File: config.mk
export PLATFORM = sky130hd
export DESIGN_NAME = rx_dest_filter
export DESIGN_NICKNAME = d
export VERILOG_FILES = /design/src/rtl/rxf_pkg.sv /design/src/rtl/rxf_hdr_count.sv /design/src/rtl/rxf_cand_match.sv /design/src/rtl/rx_dest_filter.sv
export SDC_FILE = /design/constraint.sdc
export NUM_CORES = 1
export LEC_CHECK = 0
export ABC_AREA = 1
export CAP_MARGIN = 20
export CORE_ASPECT_RATIO = 1.25
export CORE_MARGIN = 3
export CORE_UTILIZATION = 49
export CTS_CLUSTER_DIAMETER = 50
export DETAILED_ROUTE_END_ITERATION = 8
export PLACE_DENSITY_LB_ADDON = 0.3
export SYNTH_ARGS = -nofsm -noshare
export SYNTH_HDL_FRONTEND = slang
export SYNTH_HIERARCHICAL = 1
export SYNTH_SLANG_ARGS = --single-unit
File: constraint.sdc
create_clock -name clk -period 3.65 [get_ports clk]
set_clock_uncertainty 0.2 [all_clocks]
set_input_delay 0.73 -clock clk [delete_from_list [all_inputs] [get_ports clk]]
set_output_delay 0.73 -clock clk [all_outputs]
set_load 0.005 [all_outputs]
File: src/rtl/rxf_pkg.sv
package rxf_pkg;
   typedef enum logic {
      MODE_PASS   = 1'b0,
      MODE_FILTER = 1'b1
   } rxf_mode_e;

   localparam int CAND_STATION = 0;
   localparam int CAND_BCAST   = 1;
   localparam int N_CAND       = 2;
endpackage

File: src/rtl/rxf_hdr_count.sv
module rxf_hdr_count #(
   parameter int HDR_NIBS = 12,
   localparam int CW      = $clog2(HDR_NIBS + 1)
) (
   input  logic          clk,
   input  logic          rst_n,
   input  logic          in_en,
   output logic [CW-1:0] cnt,
   output logic          in_hdr,
   output logic          last_hdr,
   output logic          hdr_done
);
   localparam logic [CW-1:0] HDR_L  = CW'(HDR_NIBS);
   localparam logic [CW-1:0] LAST_L = CW'(HDR_NIBS - 1);

   generate
      if (HDR_NIBS < 2) begin : g_bad_hdr
         $error("rxf_hdr_count: HDR_NIBS must be at least 2");
      end
   endgenerate

   always_ff @(posedge clk) begin
      if (!rst_n || !in_en)
         cnt <= '0;
      else if (cnt != HDR_L)
         cnt <= cnt + 1'b1;
   end

   assign in_hdr   = in_en && (cnt != HDR_L);
   assign last_hdr = in_en && (cnt == LAST_L);
   assign hdr_done = in_en && (cnt == HDR_L);

   // the count never runs past the header length
   a_r2_count_bounded: assert property (@(posedge clk) disable iff (!rst_n)
      cnt <= HDR_L);
   // a new frame always starts counting from zero
   a_r2_count_restart: assert property (@(posedge clk) disable iff (!rst_n)
      !in_en |=> cnt == '0);
endmodule

File: src/rtl/rxf_cand_match.sv
module rxf_cand_match #(
   parameter int ADDR_W = 48,
   parameter int NIB_W  = 4,
   parameter int CW     = 4
) (
   input  logic              clk,
   input  logic              rst_n,
   input  logic              in_en,
   input  logic              step,
   input  logic [CW-1:0]     idx,
   input  logic [NIB_W-1:0]  nib,
   input  logic [ADDR_W-1:0] cand,
   output logic              ok_now
);
   localparam int NPB = 8 / NIB_W;

   logic             ok_q;
   logic [NIB_W-1:0] exp_nib;

   generate
      if ((8 % NIB_W) != 0) begin : g_bad_nib
         $error("rxf_cand_match: NIB_W must divide 8");
      end
      if ((ADDR_W % 8) != 0) begin : g_bad_addr
         $error("rxf_cand_match: ADDR_W must be whole bytes");
      end
   endgenerate

   // byte b sits at bits ADDR_W-8-8b up, lower part of the byte goes first
   always_comb begin
      int b;
      int k;
      int base;
      b    = int'(idx) / NPB;
      k    = int'(idx) % NPB;
      base = ADDR_W - 8 - 8 * b + k * NIB_W;
      if (base < 0 || base > ADDR_W - NIB_W)
         base = 0;
      exp_nib = cand[base +: NIB_W];
   end

   assign ok_now = ok_q && (nib == exp_nib);

   always_ff @(posedge clk) begin
      if (!rst_n || !in_en)
         ok_q <= 1'b1;
      else if (step)
         ok_q <= ok_now;
   end

   // once a candidate has been ruled out it stays ruled out for the frame
   a_r4_cand_monotone: assert property (@(posedge clk) disable iff (!rst_n)
      in_en && !ok_q |=> !ok_q || !in_en);
endmodule

File: src/rtl/rx_dest_filter.sv
module rx_dest_filter
   import rxf_pkg::*;
#(
   parameter int                NIB_W      = 4,
   parameter int                ADDR_W     = 48,
   parameter logic [ADDR_W-1:0] BCAST_ADDR = '1,
   localparam int               HDR_NIBS   = ADDR_W / NIB_W,
   localparam int               CW         = $clog2(HDR_NIBS + 1)
) (
   input  logic              clk,
   input  logic              rst_n,
   input  logic              filt_en,
   input  logic [ADDR_W-1:0] station_addr,
   input  logic              in_en,
   input  logic [NIB_W-1:0]  in_nib,
   input  logic              in_abort,
   output logic              out_en,
   output logic [NIB_W-1:0]  out_nib,
   output logic              out_bcast,
   output logic              out_mismatch
);
   rxf_mode_e         mode_q;
   logic [CW-1:0]     cnt;
   logic              in_hdr, last_hdr, hdr_done;
   logic              aborted_q, abort_now;
   logic [N_CAND-1:0] cand_ok;
   logic [ADDR_W-1:0] cand_addr [N_CAND];

   generate
      if (NIB_W != 4 && NIB_W != 8) begin : g_bad_w
         $error("rx_dest_filter: NIB_W must be 4 or 8");
      end
   endgenerate

   // mode only follows the configuration while no frame is running
   always_ff @(posedge clk) begin
      if (!rst_n)
         mode_q <= MODE_PASS;
      else if (!in_en)
         mode_q <= filt_en ? MODE_FILTER : MODE_PASS;
   end

   rxf_hdr_count #(.HDR_NIBS(HDR_NIBS)) u_cnt (
      .clk      (clk),
      .rst_n    (rst_n),
      .in_en    (in_en),
      .cnt      (cnt),
      .in_hdr   (in_hdr),
      .last_hdr (last_hdr),
      .hdr_done (hdr_done)
   );

   assign cand_addr[CAND_STATION] = station_addr;
   assign cand_addr[CAND_BCAST]   = BCAST_ADDR;

   generate
      for (genvar c = 0; c < N_CAND; c++) begin : g_cand
         rxf_cand_match #(.ADDR_W(ADDR_W), .NIB_W(NIB_W), .CW(CW)) u_match (
            .clk    (clk),
            .rst_n  (rst_n),
            .in_en  (in_en),
            .step   (in_hdr),
            .idx    (cnt),
            .nib    (in_nib),
            .cand   (cand_addr[c]),
            .ok_now (cand_ok[c])
         );
      end
   endgenerate

   assign abort_now = in_abort || aborted_q;

   always_ff @(posedge clk) begin
      if (!rst_n) begin
         aborted_q    <= 1'b0;
         out_en       <= 1'b0;
         out_nib      <= '0;
         out_bcast    <= 1'b0;
         out_mismatch <= 1'b0;
      end else begin
         aborted_q    <= in_en && abort_now;
         out_nib      <= in_nib;
         out_mismatch <= in_en && !abort_now && (mode_q == MODE_FILTER)
                         && (out_mismatch || (in_hdr && (cand_ok == '0)));
         out_bcast    <= in_en && !abort_now && (mode_q == MODE_FILTER)
                         && (out_bcast || (last_hdr && cand_ok[CAND_BCAST]));
         out_en       <= in_en && !abort_now
                         && ((mode_q == MODE_PASS) || (hdr_done && !out_mismatch));
      end
   end

   // a rejected frame never produces output
   a_r4_no_out_on_mismatch: assert property (@(posedge clk) disable iff (!rst_n)
      out_mismatch |-> !out_en);
   // the mismatch flag holds for the rest of the frame
   a_r4_mismatch_sticky: assert property (@(posedge clk) disable iff (!rst_n)
      out_mismatch && in_en && !in_abort |=> out_mismatch);
   // header nibbles are hidden while filtering
   a_r2_hdr_hidden: assert property (@(posedge clk) disable iff (!rst_n)
      in_hdr && mode_q == MODE_FILTER |=> !out_en);
   // pass mode forwards every live nibble
   a_r6_pass_all: assert property (@(posedge clk) disable iff (!rst_n)
      in_en && !abort_now && mode_q == MODE_PASS |=> out_en && !out_mismatch);
   // mode cannot change inside a frame
   a_r7_mode_frozen: assert property (@(posedge clk) disable iff (!rst_n)
      in_en && $past(in_en) |-> $stable(mode_q));
   // an abort silences every output on the next clock
   a_r8_abort_silences: assert property (@(posedge clk) disable iff (!rst_n)
      in_abort |=> !out_en && !out_bcast && !out_mismatch);
endmodule

==> metrics <==
Top Ports=64; Overflow after GRT=0; postcts setup bufs=0; Rows=24; CTS clk-pin slew, worst paths=0.06 ns; non-filler cells, final=490; deepest clock path buffer count=2; Die W=roughly 61 um; most common cell after layout, fill and taps aside=nand2_1; Power Internal=roughly 0.00035 W; antenna cells=0; Warnings, synthesis=6; switching share of total power=0.316; Synth cell types=23; 1st-iter DRT viols=132; setup ws final=1.06 ns; pwr dens=about 200 nW/um^2; DRT antenna net count=0; CP Class=reg2reg; r2r startpoint=u_cnt/cnt[3]; Max Slew Vio Count=0; status=completed; Fmax=between 300 and 400 MHz; wire per inst=approximately 10 um; Netlist Area Pre-Place=~1800 um^2; headroom to the max-slew limit=0.527; first-pass GRT wire length=approximately 8600 um; largest net degree at the start of global routing=38; max cap viols=0; htree depth=1; sw power=about 0.00016 W; P&R area growth vs syn=45.0%; Die ar.=4490 um^2; GRT Overall Usage=0.236; WHS Endpoint=g_cand[0].u_match/ok_q; chip height=between 70 and 80 um; CTS tree=yes; Hold Path Stages=2; startpoint class of the critical path=flip-flop; Seq/Total Area, Yosys=0.165; vias in the first global route=around 2.0k; WP data required=3.59 ns; initial antenna violation count=0; Worst Reg-to-Reg Cells=16; final setup vio count=0; Layout Nets=around 510; cts hold-fix bufs=0; post-DP HPWL=between 4000 and 5000 um; Worst-Margin Slew=about 0.7 ns; final wirelength=approximately 5100 um; Core Area=3540 um^2; Vias=around 2.3k; logic gate share of total power=0.390; Final Wtd Congestion=0.849; reg2reg end=out_mismatch; sum of negative setup slack=0 ns; pre-CTS setup slack=around 1.1 ns; Worst Path Max Fanout=16; Peak supply drop=between 200 and 250 uV; Residual DRC=0; most frequent cells in the layout=nand2_1 (151), nand3_1 (80), clkdlybuf4s50_1 (63), conb_1 (48), inv_1 (31); placed insts=between 400 and 500; min Tclk post-route=around 2.6 ns; endpoint class of the critical path=flip-flop; synthesized area per cell=between 5 and 6 um^2; Tcrit/Tclk final=0.711; Final Hold Viols=0; slack of the worst reg-to-reg path=~1.1 ns; Port Buffers=63; PostCTS Resize Cnt=0; Seq pwr share=0.350; clock power share=0.260; Via density=4.72; worst min path class=reg2reg; WP data arrival=2.54 ns; synthesized flop and latch total=15; drt pass-1 iters=4; worst hold start=g_cand[0].u_match/ok_q; static leakage=1.39 nW; Clock Latency Late Sink=0.24 ns; clk root buf=clkbuf_8; total CTS buffers=3; CTS sink cnt=15; Gate Count Post-Synth=348; Starting Density=0.514; share of cells above drive strength 1=0.0488; RSZ-0062 raised after global routing=false
-- layout make-up --
cell class | instances | area (um^2)
Clock buffer | 4 | 45.0
Fill cell | 306 | 902
Inverter | 35 | 131
Multi-Input combinational cell | 331 | 1460
Sequential cell | 15 | 302
Tap cell | 39 | 48.8
Timing Repair Buffer | 66 | 653
-- state kept, by name (all words and copies together), names as in the netlist --
register,count
aborted_q,1
g_cand.u_match/ok_q,2
mode_q,1
out_bcast,1
out_en,1
out_mismatch,1
out_nib,4
u_cnt/cnt,4
-- cells by family after synthesis --
logic type,count (synthesis),synth area share
AOI/OAI and AO/OA,11,0.0302
xor gates and xnor gates,3,0.0144
adders and majority gates,2,0.0137
buffers and inverters,49,0.130
DFF,15,0.165
other,1,0.00206
and+or+nand+nor,267,0.645
-- power by group through the flow --
stage | Combinational (W) | Clock (W) | Sequential [W]
floorplan | 0.000122 | 0 | 0.000178
global placement | 0.000197 | 0 | 0.000184
detailed placement | 0.000200 | 0 | 0.000184
CTS | 0.000202 | 0.000136 | 0.000181
global route | 0.000229 | 0.000148 | 0.000182
finish | 0.000201 | 0.000134 | 0.000181
-- critical path, stage by stage, from the launching register on --
cell and delay [ns]:
dfxtp_1 0.34, buf_4 0.23, nand2_2 0.24, nand2_2 0.32, inv_2 0.17, nand3_1 0.12, nand2_1 0.07, nand2_1 0.10
nand3_1 0.08, nand2_1 0.06, nand2_1 0.05, nor2_1 0.09, nand3_1 0.11, inv_1 0.08, nor2_1 0.04, a21oi_1 0.14
nor2_2 0.04
-- through the flow --
| step | util | hold slack (ns) | total power [W] | area [um^2] |
|---|---|---|---|---|
| 2_1_floorplan | - | 0.236 | 0.000300 | 2000 |
| 3_3_place_gp | 0.733 | 0.264 | 0.000381 | 2600 |
| 3_5_place_dp | 0.733 | 0.256 | 0.000385 | 2600 |
| 4_1_cts | 0.745 | 0.272 | 0.000519 | 2640 |
| 5_1_grt | 0.745 | 0.304 | 0.000559 | 2640 |
| 6_report | 0.745 | 0.274 | 0.000516 | 2640 |
-- synthesized netlist by cell type --
| cell type | number | area [um^2] |
|---|---|---|
| nand4_1 | 5 | 31.3 |
| nand2_2 | 5 | 31.3 |
| inv_2 | 4 | 15.0 |
| xor2_1 | 2 | 17.5 |
| a21oi_1 | 8 | 40.0 |
| inv_1 | 31 | 116 |
| nor2_4 | 1 | 11.3 |
| xnor2_1 | 1 | 8.76 |
| o21ai_1 | 3 | 15.0 |
| nand2_1 | 151 | 567 |
| nand3_4 | 1 | 17.5 |
| nand3_1 | 80 | 400 |
| buf_6 | 6 | 67.6 |
| buf_2 | 6 | 30.0 |
| nand3_2 | 1 | 10.0 |
| nor2_2 | 1 | 6.26 |
| conb_1 | 1 | 3.75 |
| dfxtp_1 | 15 | 300 |
| buf_1 | 2 | 7.51 |
| nor2_1 | 19 | 71.3 |
| nand2_4 | 2 | 22.5 |
| ha_1 | 2 | 25.0 |
| nor4_1 | 1 | 6.26 |
-- routing by layer --
layer,track usage,wire length (um)
met1,0.289,2120
met2,0.444,2850
met3,0.0226,125
met4,0.0434,27
met5,0,0
-- worst max-delay path by stage --
stage                       startpoint           end
after floorplan           u_cnt/cnt[3]  out_mismatch
after detailed placement  u_cnt/cnt[3]  out_mismatch
after global placement    u_cnt/cnt[0]  out_mismatch
after global routing      u_cnt/cnt[3]  out_mismatch
final                     u_cnt/cnt[3]  out_mismatch
after CTS                 u_cnt/cnt[3]  out_mismatch
Power figures use the tool's default switching activity.
